[src/rtl/tod_pkg.sv]
// Package: shared widths, register addresses, the time record and the
// format conversion helpers. Assumes host-supplied values are valid.
package tod_pkg;
    localparam int ADDR_W = 4;
    localparam int DATA_W = 8;
    localparam int N_ALM  = 3;

    typedef enum logic [ADDR_W-1:0] {
        A_SEC      = 4'd0,
        A_MIN      = 4'd1,
        A_HOUR     = 4'd2,
        A_DOW      = 4'd3,
        A_DATE     = 4'd4,
        A_MONTH    = 4'd5,
        A_YEAR     = 4'd6,
        A_ALM_SEC  = 4'd7,
        A_ALM_MIN  = 4'd8,
        A_ALM_HOUR = 4'd9,
        A_CTRL     = 4'd10
    } reg_addr_e;

    typedef struct packed {
        logic [6:0] sec;
        logic [6:0] min;
        logic [4:0] hour;    // always 0..23 internally
        logic [2:0] dow;
        logic [4:0] date;
        logic [3:0] month;
        logic [6:0] year;
    } tod_t;

    // Encode a binary value 0..99 as a host byte.
    function automatic logic [7:0] enc_byte(input logic [6:0] v, input logic bin);
        logic [6:0] t;
        logic [6:0] r;
        t = v / 7'd10;
        r = v - t * 7'd10;
        if (bin) return {1'b0, v};
        return {t[3:0], r[3:0]};
    endfunction

    // Decode a host byte into a binary value.
    function automatic logic [6:0] dec_byte(input logic [7:0] b, input logic bin);
        if (bin) return b[6:0];
        return {3'b0, b[7:4]} * 7'd10 + {3'b0, b[3:0]};
    endfunction

    // Hours byte as the host sees it, for either hour format.
    function automatic logic [7:0] hour_enc(input logic [4:0] h, input logic bin,
                                            input logic h24);
        logic [6:0] v;
        logic [7:0] e;
        if (h24) return enc_byte({2'b0, h}, bin);
        v = (h == 5'd0) ? 7'd12 : (h > 5'd12) ? {2'b0, h - 5'd12} : {2'b0, h};
        e = enc_byte(v, bin);
        return {(h >= 5'd12), e[6:0]};
    endfunction

    // Hours byte from the host into the internal 0..23 form.
    function automatic logic [4:0] hour_dec(input logic [7:0] b, input logic bin,
                                            input logic h24);
        logic [6:0] d;
        logic [4:0] base;
        if (h24) begin
            d = dec_byte(b, bin);
            return d[4:0];
        end
        d    = dec_byte({1'b0, b[6:0]}, bin);
        base = (d == 7'd12) ? 5'd0 : d[4:0];
        return base + (b[7] ? 5'd12 : 5'd0);
    endfunction

    // Days in a month; leap rule valid for years 2000..2099.
    function automatic logic [4:0] days_in(input logic [3:0] m, input logic [6:0] y);
        case (m)
            4'd2:                     return (y[1:0] == 2'b00) ? 5'd29 : 5'd28;
            4'd4, 4'd6, 4'd9, 4'd11: return 5'd30;
            default:                  return 5'd31;
        endcase
    endfunction
endpackage

[src/rtl/tod_start.sv]
// Advance gating: decides which strobe moves the chain. While frozen it
// arms a one-shot so that the first advance after release uses the
// half-second strobe. Assumes strobes are single-cycle pulses.
module tod_start (
    input  logic clk,
    input  logic rst_n,
    input  logic freeze,
    input  logic tick_1s,
    input  logic tick_half,
    output logic adv
);
    logic pend_q;

    // Arm while frozen; disarm on the first half-second strobe after release.
    always_ff @(posedge clk) begin
        if (!rst_n)         pend_q <= 1'b1;
        else if (freeze)    pend_q <= 1'b1;
        else if (tick_half) pend_q <= 1'b0;
    end

    // Select the strobe that advances the chain this cycle.
    always_comb adv = !freeze && (pend_q ? tick_half : tick_1s);

    p_frozen_no_adv_r4: assert property (@(posedge clk) disable iff (!rst_n)
        freeze |-> !adv);
    p_first_on_half_r5: assert property (@(posedge clk) disable iff (!rst_n)
        (adv && pend_q) |-> tick_half);
    p_disarm_after_first_r5: assert property (@(posedge clk) disable iff (!rst_n)
        (adv && pend_q) |=> (!pend_q || freeze));
endmodule

[src/rtl/tod_chain.sv]
// Next-second function: purely combinational ripple of carries through
// seconds, minutes, hours, day of week, date, month and year. Assumes the
// incoming record holds valid values.
module tod_chain
    import tod_pkg::*;
#(
    parameter int SEC_PER_MIN   = 60,
    parameter int MIN_PER_HOUR  = 60,
    parameter int HOURS_PER_DAY = 24,
    parameter int DAYS_PER_WK   = 7,
    parameter int MONTHS_PER_YR = 12,
    parameter int YEAR_SPAN     = 100
) (
    input  tod_t cur,
    output tod_t nxt
);
    localparam logic [6:0] SEC_LAST  = 7'(SEC_PER_MIN - 1);
    localparam logic [6:0] MIN_LAST  = 7'(MIN_PER_HOUR - 1);
    localparam logic [4:0] HOUR_LAST = 5'(HOURS_PER_DAY - 1);
    localparam logic [2:0] DOW_LAST  = 3'(DAYS_PER_WK);
    localparam logic [3:0] MON_LAST  = 4'(MONTHS_PER_YR);
    localparam logic [6:0] YEAR_LAST = 7'(YEAR_SPAN - 1);

    // Ripple the one-second increment through each field in turn.
    always_comb begin
        logic c;
        nxt = cur;
        c   = 1'b0;
        if (cur.sec == SEC_LAST) begin nxt.sec = '0; c = 1'b1; end
        else                           nxt.sec = cur.sec + 7'd1;
        if (c) begin
            c = 1'b0;
            if (cur.min == MIN_LAST) begin nxt.min = '0; c = 1'b1; end
            else                           nxt.min = cur.min + 7'd1;
        end
        if (c) begin
            c = 1'b0;
            if (cur.hour == HOUR_LAST) begin nxt.hour = '0; c = 1'b1; end
            else                             nxt.hour = cur.hour + 5'd1;
        end
        if (c) begin
            nxt.dow = (cur.dow == DOW_LAST) ? 3'd1 : cur.dow + 3'd1;
            c = 1'b0;
            if (cur.date == days_in(cur.month, cur.year)) begin nxt.date = 5'd1; c = 1'b1; end
            else                                                nxt.date = cur.date + 5'd1;
        end
        if (c) begin
            c = 1'b0;
            if (cur.month == MON_LAST) begin nxt.month = 4'd1; c = 1'b1; end
            else                             nxt.month = cur.month + 4'd1;
        end
        if (c) nxt.year = (cur.year == YEAR_LAST) ? '0 : cur.year + 7'd1;
    end
endmodule

[src/rtl/tod_alarm.sv]
// Alarm comparator: one cycle after an advance, compares each alarm byte
// with the matching time byte (as the host sees it) and raises a one-cycle
// pulse. A byte with its top two bits set matches anything.
module tod_alarm
    import tod_pkg::*;
#(
    parameter int N = N_ALM,
    parameter int W = DATA_W
) (
    input  logic         clk,
    input  logic         rst_n,
    input  logic         en,
    input  logic         adv,
    input  logic [N*W-1:0] cur_bytes,
    input  logic [N*W-1:0] alm_bytes,
    output logic         hit
);
    logic [N-1:0] match;
    logic         chk_q;

    for (genvar i = 0; i < N; i++) begin : g_cmp
        assign match[i] = (alm_bytes[i*W+W-1 -: 2] == 2'b11) ||
                          (alm_bytes[i*W +: W] == cur_bytes[i*W +: W]);
    end

    // Remember that an advance happened so the check sees the new time.
    always_ff @(posedge clk) begin
        if (!rst_n) chk_q <= 1'b0;
        else        chk_q <= adv;
    end

    // Register the alarm decision as a single-cycle pulse.
    always_ff @(posedge clk) begin
        if (!rst_n) hit <= 1'b0;
        else        hit <= chk_q && en && (&match);
    end
endmodule

[src/rtl/tod_calendar.sv]
// Top: holds the time record, control bits and alarm bytes; converts
// between the internal binary record and the host byte format; merges
// host writes with the chain advance (a write wins for its own field).
// Assumes the host writes only valid values in the current format.
module tod_calendar
    import tod_pkg::*;
(
    input  logic              clk,
    input  logic              rst_n,
    input  logic              tick_1s,
    input  logic              tick_half,
    input  logic              wr_en,
    input  logic [ADDR_W-1:0] addr,
    input  logic [DATA_W-1:0] wr_data,
    output logic [DATA_W-1:0] rd_data,
    output logic              alarm_hit
);
    localparam tod_t TOD_RESET = '{sec: 7'd0, min: 7'd0, hour: 5'd0, dow: 3'd1,
                                   date: 5'd1, month: 4'd1, year: 7'd0};

    tod_t tq, chain_nxt, tn;
    logic freeze_q, bin_q, h24_q, aen_q;
    logic [N_ALM*DATA_W-1:0] alm_q;
    logic [N_ALM*DATA_W-1:0] cur_bytes;
    logic adv;
    logic [6:0] wv;

    tod_start u_start (
        .clk(clk), .rst_n(rst_n), .freeze(freeze_q),
        .tick_1s(tick_1s), .tick_half(tick_half), .adv(adv)
    );

    tod_chain u_chain (.cur(tq), .nxt(chain_nxt));

    // Merge the advance with a host write; the written field takes priority.
    always_comb begin
        tn = adv ? chain_nxt : tq;
        wv = dec_byte(wr_data, bin_q);
        if (wr_en) begin
            case (addr)
                A_SEC:   tn.sec   = wv;
                A_MIN:   tn.min   = wv;
                A_HOUR:  tn.hour  = hour_dec(wr_data, bin_q, h24_q);
                A_DOW:   tn.dow   = wv[2:0];
                A_DATE:  tn.date  = wv[4:0];
                A_MONTH: tn.month = wv[3:0];
                A_YEAR:  tn.year  = wv;
                default: ;
            endcase
        end
    end

    // Time record register.
    always_ff @(posedge clk) begin
        if (!rst_n) tq <= TOD_RESET;
        else        tq <= tn;
    end

    // Control and alarm byte registers.
    always_ff @(posedge clk) begin
        if (!rst_n) begin
            {aen_q, h24_q, bin_q, freeze_q} <= 4'b0001;
            alm_q <= '0;
        end else if (wr_en) begin
            case (addr)
                A_CTRL:     {aen_q, h24_q, bin_q, freeze_q} <= wr_data[3:0];
                A_ALM_SEC:  alm_q[0*DATA_W +: DATA_W] <= wr_data;
                A_ALM_MIN:  alm_q[1*DATA_W +: DATA_W] <= wr_data;
                A_ALM_HOUR: alm_q[2*DATA_W +: DATA_W] <= wr_data;
                default: ;
            endcase
        end
    end

    // Time bytes in host format, used by the alarm compare.
    always_comb cur_bytes = {hour_enc(tq.hour, bin_q, h24_q),
                             enc_byte(tq.min, bin_q), enc_byte(tq.sec, bin_q)};

    // Combinational read mux.
    always_comb begin
        case (addr)
            A_SEC:      rd_data = enc_byte(tq.sec, bin_q);
            A_MIN:      rd_data = enc_byte(tq.min, bin_q);
            A_HOUR:     rd_data = hour_enc(tq.hour, bin_q, h24_q);
            A_DOW:      rd_data = enc_byte({4'b0, tq.dow}, bin_q);
            A_DATE:     rd_data = enc_byte({2'b0, tq.date}, bin_q);
            A_MONTH:    rd_data = enc_byte({3'b0, tq.month}, bin_q);
            A_YEAR:     rd_data = enc_byte(tq.year, bin_q);
            A_ALM_SEC:  rd_data = alm_q[0*DATA_W +: DATA_W];
            A_ALM_MIN:  rd_data = alm_q[1*DATA_W +: DATA_W];
            A_ALM_HOUR: rd_data = alm_q[2*DATA_W +: DATA_W];
            A_CTRL:     rd_data = {4'b0, aen_q, h24_q, bin_q, freeze_q};
            default:    rd_data = '0;
        endcase
    end

    tod_alarm u_alarm (
        .clk(clk), .rst_n(rst_n), .en(aen_q), .adv(adv),
        .cur_bytes(cur_bytes), .alm_bytes(alm_q), .hit(alarm_hit)
    );

    p_freeze_stable_r4: assert property (@(posedge clk) disable iff (!rst_n)
        (freeze_q && !wr_en) |=> $stable(tq));
    p_hour_range_r3: assert property (@(posedge clk) disable iff (!rst_n)
        (adv && !wr_en && tq.hour < 5'd24) |=> (tq.hour < 5'd24));
    p_month_range_r7: assert property (@(posedge clk) disable iff (!rst_n)
        (adv && !wr_en && tq.month >= 4'd1 && tq.month <= 4'd12)
        |=> (tq.month >= 4'd1 && tq.month <= 4'd12));
    p_sec_range_r6: assert property (@(posedge clk) disable iff (!rst_n)
        (adv && !wr_en && tq.sec < 7'd60) |=> (tq.sec < 7'd60));
    p_alarm_after_adv_r9: assert property (@(posedge clk) disable iff (!rst_n)
        alarm_hit |-> $past(adv, 2));
endmodule

[config.mk]
export PLATFORM = sky130hd
export DESIGN_NAME = tod_calendar
export DESIGN_NICKNAME = d
export VERILOG_FILES = /design/src/rtl/tod_pkg.sv /design/src/rtl/tod_start.sv /design/src/rtl/tod_chain.sv /design/src/rtl/tod_alarm.sv /design/src/rtl/tod_calendar.sv
export SDC_FILE = /design/constraint.sdc
export NUM_CORES = 1
export LEC_CHECK = 0
export ABC_AREA = 1
export BUFFER_PORTS_ARGS = -buffer_cell sky130_fd_sc_hd__buf_2
export CAP_MARGIN = 20
export CORE_ASPECT_RATIO = 1.5
export CORE_MARGIN = 5
export CORE_UTILIZATION = 35
export DETAILED_ROUTE_END_ITERATION = 8
export GPL_TIMING_DRIVEN = 0
export PLACE_DENSITY = 0.56
export SLEW_MARGIN = 20
export SYNTH_ARGS = -nofsm -noshare
export SYNTH_HDL_FRONTEND = slang
export SYNTH_SLANG_ARGS = --single-unit
[constraint.sdc]
create_clock -name clk -period 12.05 [get_ports clk]
set_input_delay 2.41 -clock clk [delete_from_list [all_inputs] [get_ports clk]]
set_output_delay 2.41 -clock clk [all_outputs]
set_load 0.03 [all_outputs]
==> metrics.md, run 1 <==
| Metric | Value |
|---|---|
| Min Clock Period, post-route | `around 7.0 ns` |
| Floorplan die area | `between 20000 and 25000 um^2` |
| Register area | `between 1000 and 1500 um^2` |
| Share of cells above drive strength 1 | `a little under a tenth` |
| Count of standard-cell rows | `62` |
| Leakage Power | `about 3.2 nW` |
| Worst Hold Launch | `alm_q[10]` |
| Wire length per cell after detailed routing | `18.1 um` |
| H-tree Lvls | `3` |
| Main combinational cell family by area after synthesis | `simple AND/OR/NAND/NOR gates` |
| Clock tree from TritonCTS | `built` |
| Slack of the worst reg-to-reg path | `around 7.4 ns` |
| Cell types occupying the most area after synthesis | `dfxtp_1, nand2_1, ha_1` |
| Count of input and output buffers | `24` |
| P&R area growth vs syn | `11.7%` |
| Endpoint arrival time on the critical path | `between 4 and 5 ns` |
| Ys async rst share | `0%` |
| DRC violation total after the first TritonRoute iteration | `between 400 and 500` |
| Worst Hold Class | `flop to flop` |
| Vias per cell | `5.41` |
| Flip-flop cell with the highest count after synthesis | `dfxtp_1` |
| Number of DRC violations after detailed routing | `0` |
| Aggregate global routing overflow | `0` |
| Max Fclk | `approximately 140 MHz` |
| Synthesized-area fraction occupied by ao, oa, aoi and oai cells | `22.4%` |
| Antenna-violating nets left | `0` |
| Max cap viols | `0` |
| Path type of the worst setup path | `flop to output pin` |
| Startpoint class of the critical path | `flop` |
| Count of mapped cells out of synthesis | `1055` |
| Die boundary height | `180 um` |
| 1st-pass router iterations | `4` |
| Xor/xnor share of the synthesized area | `about 3.0%` |
| Setup TNS | `0 ns` |
| Largest net degree at the start of global routing | `15` |
| Period Utilization, post-route | `58.0%` |
| Status | `finished clean` |
| Post-synthesis adder-cell area fraction | `13.0%` |
| Final hold violation count | `0` |
| Area taken by multi-input logic gates | `~4600 um^2` |
| GR Util All Layers | `22.3%` |
| Die X | `~120 um` |
| HPWL after detailed placement | `about 20000 um` |
| Synth unique cells | `51` |
| Mean Syn Cell Area | `approximately 6.4 um^2` |
| Element type at the critical path end | `output pin` |
| Finish-stage setup viols | `0` |
| Worst-path maximum fanout | `7` |
| Share of synthesized area spent on multiplexers | `0%` |
| Cell Pwr Density | `91.2 nW/um^2` |
| Placeable core area | `between 15000 and 20000 um^2` |
| Final count of pins violating max slew | `0` |
| Count of inserted antenna diode cells | `0` |
| Antenna violations before repair | `0` |
| Number of nets in the layout | `1173` |
| Startpoint of the worst setup timing path | `tq[20]` |
| Post-synthesis simple-gate area fraction | `a little under a third` |
| Count of synthesis-stage warnings from yosys | `0` |
| Clock buffers created by TritonCTS | `9` |
| EDFF count, synth | `0` |
| Slew of the pin with the lowest slew margin | `0.945 ns` |
| Relative slew margins | `~37%` |
| CTS-repair resized insts | `0` |
| Setup Buffers After CTS | `0` |
| Total via count in the routed design | `7310` |
| Synth top area share | `20.5%` |
| Clk sinks | `69` |
| Count of pins on the block boundary | `26` |
| Most common cell after layout, fill and taps aside | `nand2_1` |
| Synth Register Bits | `69` |
| Startpoint of the lowest-slack register-to-register path | `tq[20]` |
| Global-route wire length before repair | `between 30000 and 40000 um` |
| Most frequent cells in the layout | `nand2_1, inv_1, nand3_1` |
| Final clock skew | `0.00781 ns` |
| Cell at the root of the clock tree | `clkbuf_16` |
| Cell taking the most area after synthesis | `dfxtp_1` |
| Setup repair after global routing missed its margin | `false` |
| Fill cell instance count of the final layout | `between 2000 and 2500` |
| Portion of the post-synthesis area used by sequential elements | `between 20% and 30%` |
| Total wire length | `24400 um` |
| Post-synthesis cell area | `6730 um^2` |
| Data required time at the worst endpoint | `a little under 10 ns` |
| Bufs on Longest Clock Path | `2` |
| Via count of the first global-routing pass | `7032` |
| Number of nets produced by synthesis | `1137` |
| Layout Utilization | `39.4%` |
| GP Congestion | `0.918` |
| Worst IR Drop VDD | `0.0529 mV` |
| Initial cell density of the core | `35.3%` |
| Clk slew on worst S/H paths | `around 0.070 ns` |
| Hold-fix buffers at CTS | `0` |
| Source-to-sink clock delay at the later pin of the worst-skew pair | `0.35 ns` |
[metal layers]
layer / part of all wire (%) / up-vias / GRT usage [%] / wire, um
met5: 0 / - / 0 / 0
met4: 5.5 / 0 / 11.7 / 1350
li1: - / 3630 / - / -
met2: 52 / 188 / 40.2 / 12600
met1: 39 / 3422 / 24.9 / 9410
met3: 4.3 / 70 / 2.64 / 1060
[final timing paths]
kind / to / depth (start not counted)
worst min register to register: alm_q[10] / 2
worst max register to register: u_alarm.hit / 29
worst min-delay path: alm_q[10] / 2
worst max-delay path: rd_data[3] / 26
[report_power, final]
part / total [mW] / switching [mW] / internal (mW)
logic: 0.145 / 0.0996 / 0.0455
clock network: 0.302 / 0.117 / 0.185
registers: 0.238 / 0.00560 / 0.233
total: 0.686 / 0.222 / 0.463
[registers in the layout (all words and copies together) (netlist names)]
name	flops
tq	38
h24_q	1
freeze_q	1
alm_q	24
aen_q	1
u_alarm.chk_q	1
u_alarm.hit	1
u_start.pend_q	1
bin_q	1
[worst max-delay path: stages (launching register included)]
cell and delay (ns):
dfxtp_1 0.50, inv_1 0.17, ha_1 0.30, nand3_2 0.13, a21oi_1 0.07, nor2_1 0.26
nand2_1 0.12, ha_1 0.21, inv_1 0.08, nand2_1 0.11, inv_1 0.12, ha_1 0.23
nand2_1 0.07, nand3_1 0.10, nand3_2 0.11, ha_1 0.14, inv_1 0.04, fa_1 0.37
nand4_1 0.13, nand3_1 0.08, nand2_1 0.06, nand3_1 0.11, nand3_1 0.13, o2111ai_1 0.11
a21oi_1 0.15, nand3b_1 0.12, buf_2 0.20
[area by class of cell]
| type | instances | area share (%) |
|---|---|---|
| well taps | 256 | 4.26 |
| multi-input cells | 800 | 61.8 |
| inverters | 164 | 8.22 |
| clock buffers | 9 | 3.00 |
| flip-flops and latches | 69 | 18.4 |
| plain buffers | 22 | 1.23 |
| repair buffers | 25 | 1.70 |
| clock inverters | 7 | 1.40 |
[through the flow]
stage	area [um^2]	instances	hold WS, ns	total power [mW]	worst slack (ns)
global placement	7170	1335	0.492	0.384	5.30
finish	7520	1352	0.500	0.686	5.06
detailed placement	7190	1336	0.485	0.386	5.39
CTS	7520	1352	0.495	0.688	5.09
global route	7520	1352	0.514	0.715	4.78
floorplan	6730	1055	0.446	0.336	5.99
[synthesized netlist by cell type, types with 6 or more instances]
| library cell | n |
|---|---|
| o211ai_1 | 14 |
| a31oi_1 | 6 |
| a21oi_1 | 91 |
| o22ai_1 | 14 |
| nand3_2 | 6 |
| dfxtp_1 | 69 |
| nor2_2 | 6 |
| o21ai_1 | 8 |
| nand3_1 | 95 |
| xor2_1 | 18 |
| nand2_1 | 212 |
| o21ai_0 | 84 |
| ha_1 | 57 |
| nor2_1 | 74 |
| nand4_1 | 10 |
| clkbuf_1 | 15 |
| inv_2 | 9 |
| inv_1 | 150 |
| nor3_1 | 19 |
| fa_1 | 8 |
| nand2_2 | 12 |
| a221oi_1 | 11 |
[cells by family (layout without fill, tap and decap cells)]
group | count (synthesis) | in the layout
xor gates and xnor gates | 23 | 23
adders and majority gates | 65 | 65
AOI/OAI and AO/OA | 258 | 258
and+or+nand+nor | 454 | 454
DFF | 69 | 69
buffers and inverters | 186 | 227
(Power assumes the default switching activity.)
==> inputs of run 2 (changes only) <==
--- a/config.mk
+++ b/config.mk
@@ -5,7 +5,7 @@
 export SDC_FILE = /design/constraint.sdc
 export NUM_CORES = 1
 export LEC_CHECK = 0
-export ABC_AREA = 1
+export ABC_AREA = 0
 export BUFFER_PORTS_ARGS = -buffer_cell sky130_fd_sc_hd__buf_2
 export CAP_MARGIN = 20
 export CORE_ASPECT_RATIO = 1.5
@@ -13,7 +13,7 @@
 export CORE_UTILIZATION = 35
 export DETAILED_ROUTE_END_ITERATION = 8
 export GPL_TIMING_DRIVEN = 0
-export PLACE_DENSITY = 0.56
+export PLACE_DENSITY = 0.58
 export SLEW_MARGIN = 20
 export SYNTH_ARGS = -nofsm -noshare
 export SYNTH_HDL_FRONTEND = slang
==> constraint.sdc (replaced) <==
create_clock -name clk -period 6 [get_ports clk]
set_input_delay 1.2 -clock clk [delete_from_list [all_inputs] [get_ports clk]]
set_output_delay 1.2 -clock clk [all_outputs]
set_load 0.03 [all_outputs]
==> run 2 against run 1 <==
  * Register-to-register slack worse by 6.6 ns
  * Largest power group unchanged
  * Sequential power is 100% higher
  * Setup slack worse by 5.4 ns
  * Synthesized cell count is 9.0% lower
  * The run now ends with setup timing left
  * Wire length is 11% higher
==> metrics.md, run 2 <==
| Metric | Value |
|---|---|
| Endpoint arrival time on the critical path | `slightly above 5 ns` |
| Clock buffers created by TritonCTS | `9` |
| Data required time at the worst endpoint | `4.80 ns` |
| Flip-flop cell with the highest count after synthesis | `dfxtp_1` |
| Final count of pins violating max slew | `0` |
| EDFF count, synth | `0` |
| Element type at the critical path end | `output pin` |
| Final WS setup | `-0.289 ns` |
| Count of synthesis-stage warnings from yosys | `0` |
| Final hold violation count | `0` |
| Area taken by multi-input logic gates | `around 5500 um^2` |
| Cell types occupying the most area after synthesis | `dfxtp_1, ha_1, nand2_1` |
| Worst-path maximum fanout | `3` |
| Cell at the root of the clock tree | `clkbuf_16` |
| Count of standard-cell rows | `63` |
| Registers with the most flip-flops | `tq (38), alm_q (24)` |
| Number of nets in the layout | `~1100` |
| 1st-pass router iterations | `6` |
| Register area | `between 1000 and 1500 um^2` |
| Vias per cell | `5.97` |
| Overall power of the completed layout | `between 1 and 1.5 mW` |
| Die X | `~130 um` |
| Count of input and output buffers | `24` |
| Relative slew margins | `between 10% and 20%` |
| Path type of the worst setup path | `flop to output pin` |
| Period Utilization, post-route | `105%` |
| Leakage Power | `3.16 nW` |
| Initial cell density of the core | `between 30 and 40%` |
| Wire length per cell after detailed routing | `~21 um` |
| Cell taking the most area after synthesis | `dfxtp_1` |
| Cell Pwr Density | `between 150 and 200 nW/um^2` |
| Number of nets produced by synthesis | `approximately 1000` |
| Status | `complete, but fails checks` |
| Finish-stage setup viols | `2` |
| Floorplan die area | `around 23000 um^2` |
| Startpoint class of the critical path | `flop` |
| DRC violation total after the first TritonRoute iteration | `686` |
| Clock tree from TritonCTS | `built` |
| Synth Register Bits | `slightly below 70` |
| Antenna-violating nets left | `0` |
| Post-synthesis cell area | `approximately 7100 um^2` |
| Source-to-sink clock delay at the later pin of the worst-skew pair | `between 0.3 and 0.4 ns` |
| Count of mapped cells out of synthesis | `960` |
| Layout Utilization | `about two fifths` |
| HPWL after detailed placement | `a little over 20000 um` |
| Max cap viols | `0` |
| Largest net degree at the start of global routing | `14` |
| Total via count in the routed design | `7661` |
| Die boundary height | `184 um` |
| Clk slew on worst S/H paths | `approximately 0.06 ns` |
| Synth top area share | `19.5%` |
| GP Congestion | `about 1.0` |
| Bufs on Longest Clock Path | `2` |
| Placeable core area | `approximately 20000 um^2` |
| Global-route wire length before repair | `41500 um` |
| Fill cell instance count of the final layout | `2123` |
| Flip-flop count of the largest register, all copies and words added | `38` |
| Slack of the worst reg-to-reg path | `0.79 ns` |
| Top cell types by occurrence after synthesis | `nand2_1, nor2_1, dfxtp_1, a21oi_1, ha_1` |
| Most repeated cell in the gate-level netlist after synthesis | `nand2_1` |
| Clk sinks | `between 60 and 70` |
| Worst Hold Class | `flop to flop` |
| Portion of the post-synthesis area used by sequential elements | `slightly below 20%` |
| H-tree Lvls | `3` |
| Antenna violations before repair | `0` |
| Top register by number of flip-flops | `tq` |
| Violated checks | `setup timing` |
| Via count of the first global-routing pass | `a little over 7000` |
| P&R area growth vs syn | `16.3%` |
| Max Fclk | `~160 MHz` |
| Min Clock Period, post-route | `6.29 ns` |
| Synth unique cells | `78` |
| Mean Syn Cell Area | `7.37 um^2` |
| Count of inserted antenna diode cells | `0` |
| Final clock skew | `roughly 0.0088 ns` |
| Share of cells above drive strength 1 | `13.3%` |
| Count of pins on the block boundary | `26` |
| GR Util All Layers | `22.8%` |
| Number of DRC violations after detailed routing | `0` |
| Aggregate global routing overflow | `0` |
| Most common cell after layout, fill and taps aside | `nand2_1` |
| Ys async rst share | `0%` |
| Setup repair after global routing missed its margin | `true` |
| Worst IR Drop VDD | `approximately 0.11 mV` |
| Total wire length | `27100 um` |
| Most frequent cells in the layout | `nand2_1, nor2_1, a21oi_1` |
| Slew of the pin with the lowest slew margin | `about 1.2 ns` |
==> run 2: cells by family after synthesis <==
group	Yosys count	synth area share [%]
multiplexers	35	5.20
AO/OA/AOI/OAI	270	25.9
adder cells (fa/ha/maj)	68	12.8
AND/OR/NAND/NOR	358	24.0
flip-flops	69	19.5
XOR/XNOR	53	6.75
buffers and inverters	107	5.85
==> run 2: path summary, 6_finish.rpt <==
check,startpoint,end,cells past startpoint
max,tq[26],rd_data[3],19
min,u_start.pend_q,u_start.pend_q,1
min reg2reg,u_start.pend_q,u_start.pend_q,1
max reg2reg,tq[26],u_alarm.hit,21
==> run 2: stage by stage <==
stage	worst slack [ns]	instances	cell area, um^2	hold slack [ns]	setup TNS (ns)
final	-0.289	1283	8230	0.491	-0.304
after global routing	-0.383	1283	8230	0.511	-0.527
after CTS	-0.181	1271	8050	0.497	-0.216
after detailed placement	-0.496	1245	7540	0.483	-0.588
after global placement	-0.506	1244	7520	0.477	-0.573
after floorplan	0.124	960	7080	0.459	0
==> run 2: repair_timing <==
action                                  CTS  global route
setup buffers                            13            12
gates resized for setup                  47            22
hold buffers                              0             0
endpoints found under the setup margin    2             2
pin swaps                                13            11
cloned                                    0             0
==> run 2: critical path, stage by stage, from the launching register on <==
cell	delay, ns
dfxtp_2	0.33
inv_2	0.08
nand2_4	0.05
or3_1	0.38
a32o_2	0.29
inv_2	0.06
ha_4	0.12
or3b_4	0.37
maj3_2	0.31
a221o_1	0.31
a211o_1	0.35
ha_2	0.20
fa_2	0.38
a221o_1	0.31
and3_4	0.17
o31ai_4	0.25
o31ai_4	0.15
a221oi_2	0.31
o221ai_2	0.15
buf_6	0.16
==> run 2: area by class of cell <==
class	instances	share of cell area [%]
multi-input combinational	784	66.9
inverter	50	2.33
timing repair buffer	50	3.92
sequential	69	17.0
clock inverter	3	0.182
buffer	56	2.96
clock buffer	11	2.83
tap	260	3.95
==> run 2: layer usage <==
metal	vias up	wire, um	part of all wire, %	track usage (%)
li1	3600	-	-	-
met1	3653	10500	39	26.5
met2	337	13600	50	41.0
met3	71	1580	5.8	2.23
met4	0	1460	5.4	12.6
met5	-	0	0	0
==> run 2: where the power goes <==
part	internal, mW	switching, mW
combinational	0.116	0.218
sequential	0.465	0.0119
clock	0.273	0.214
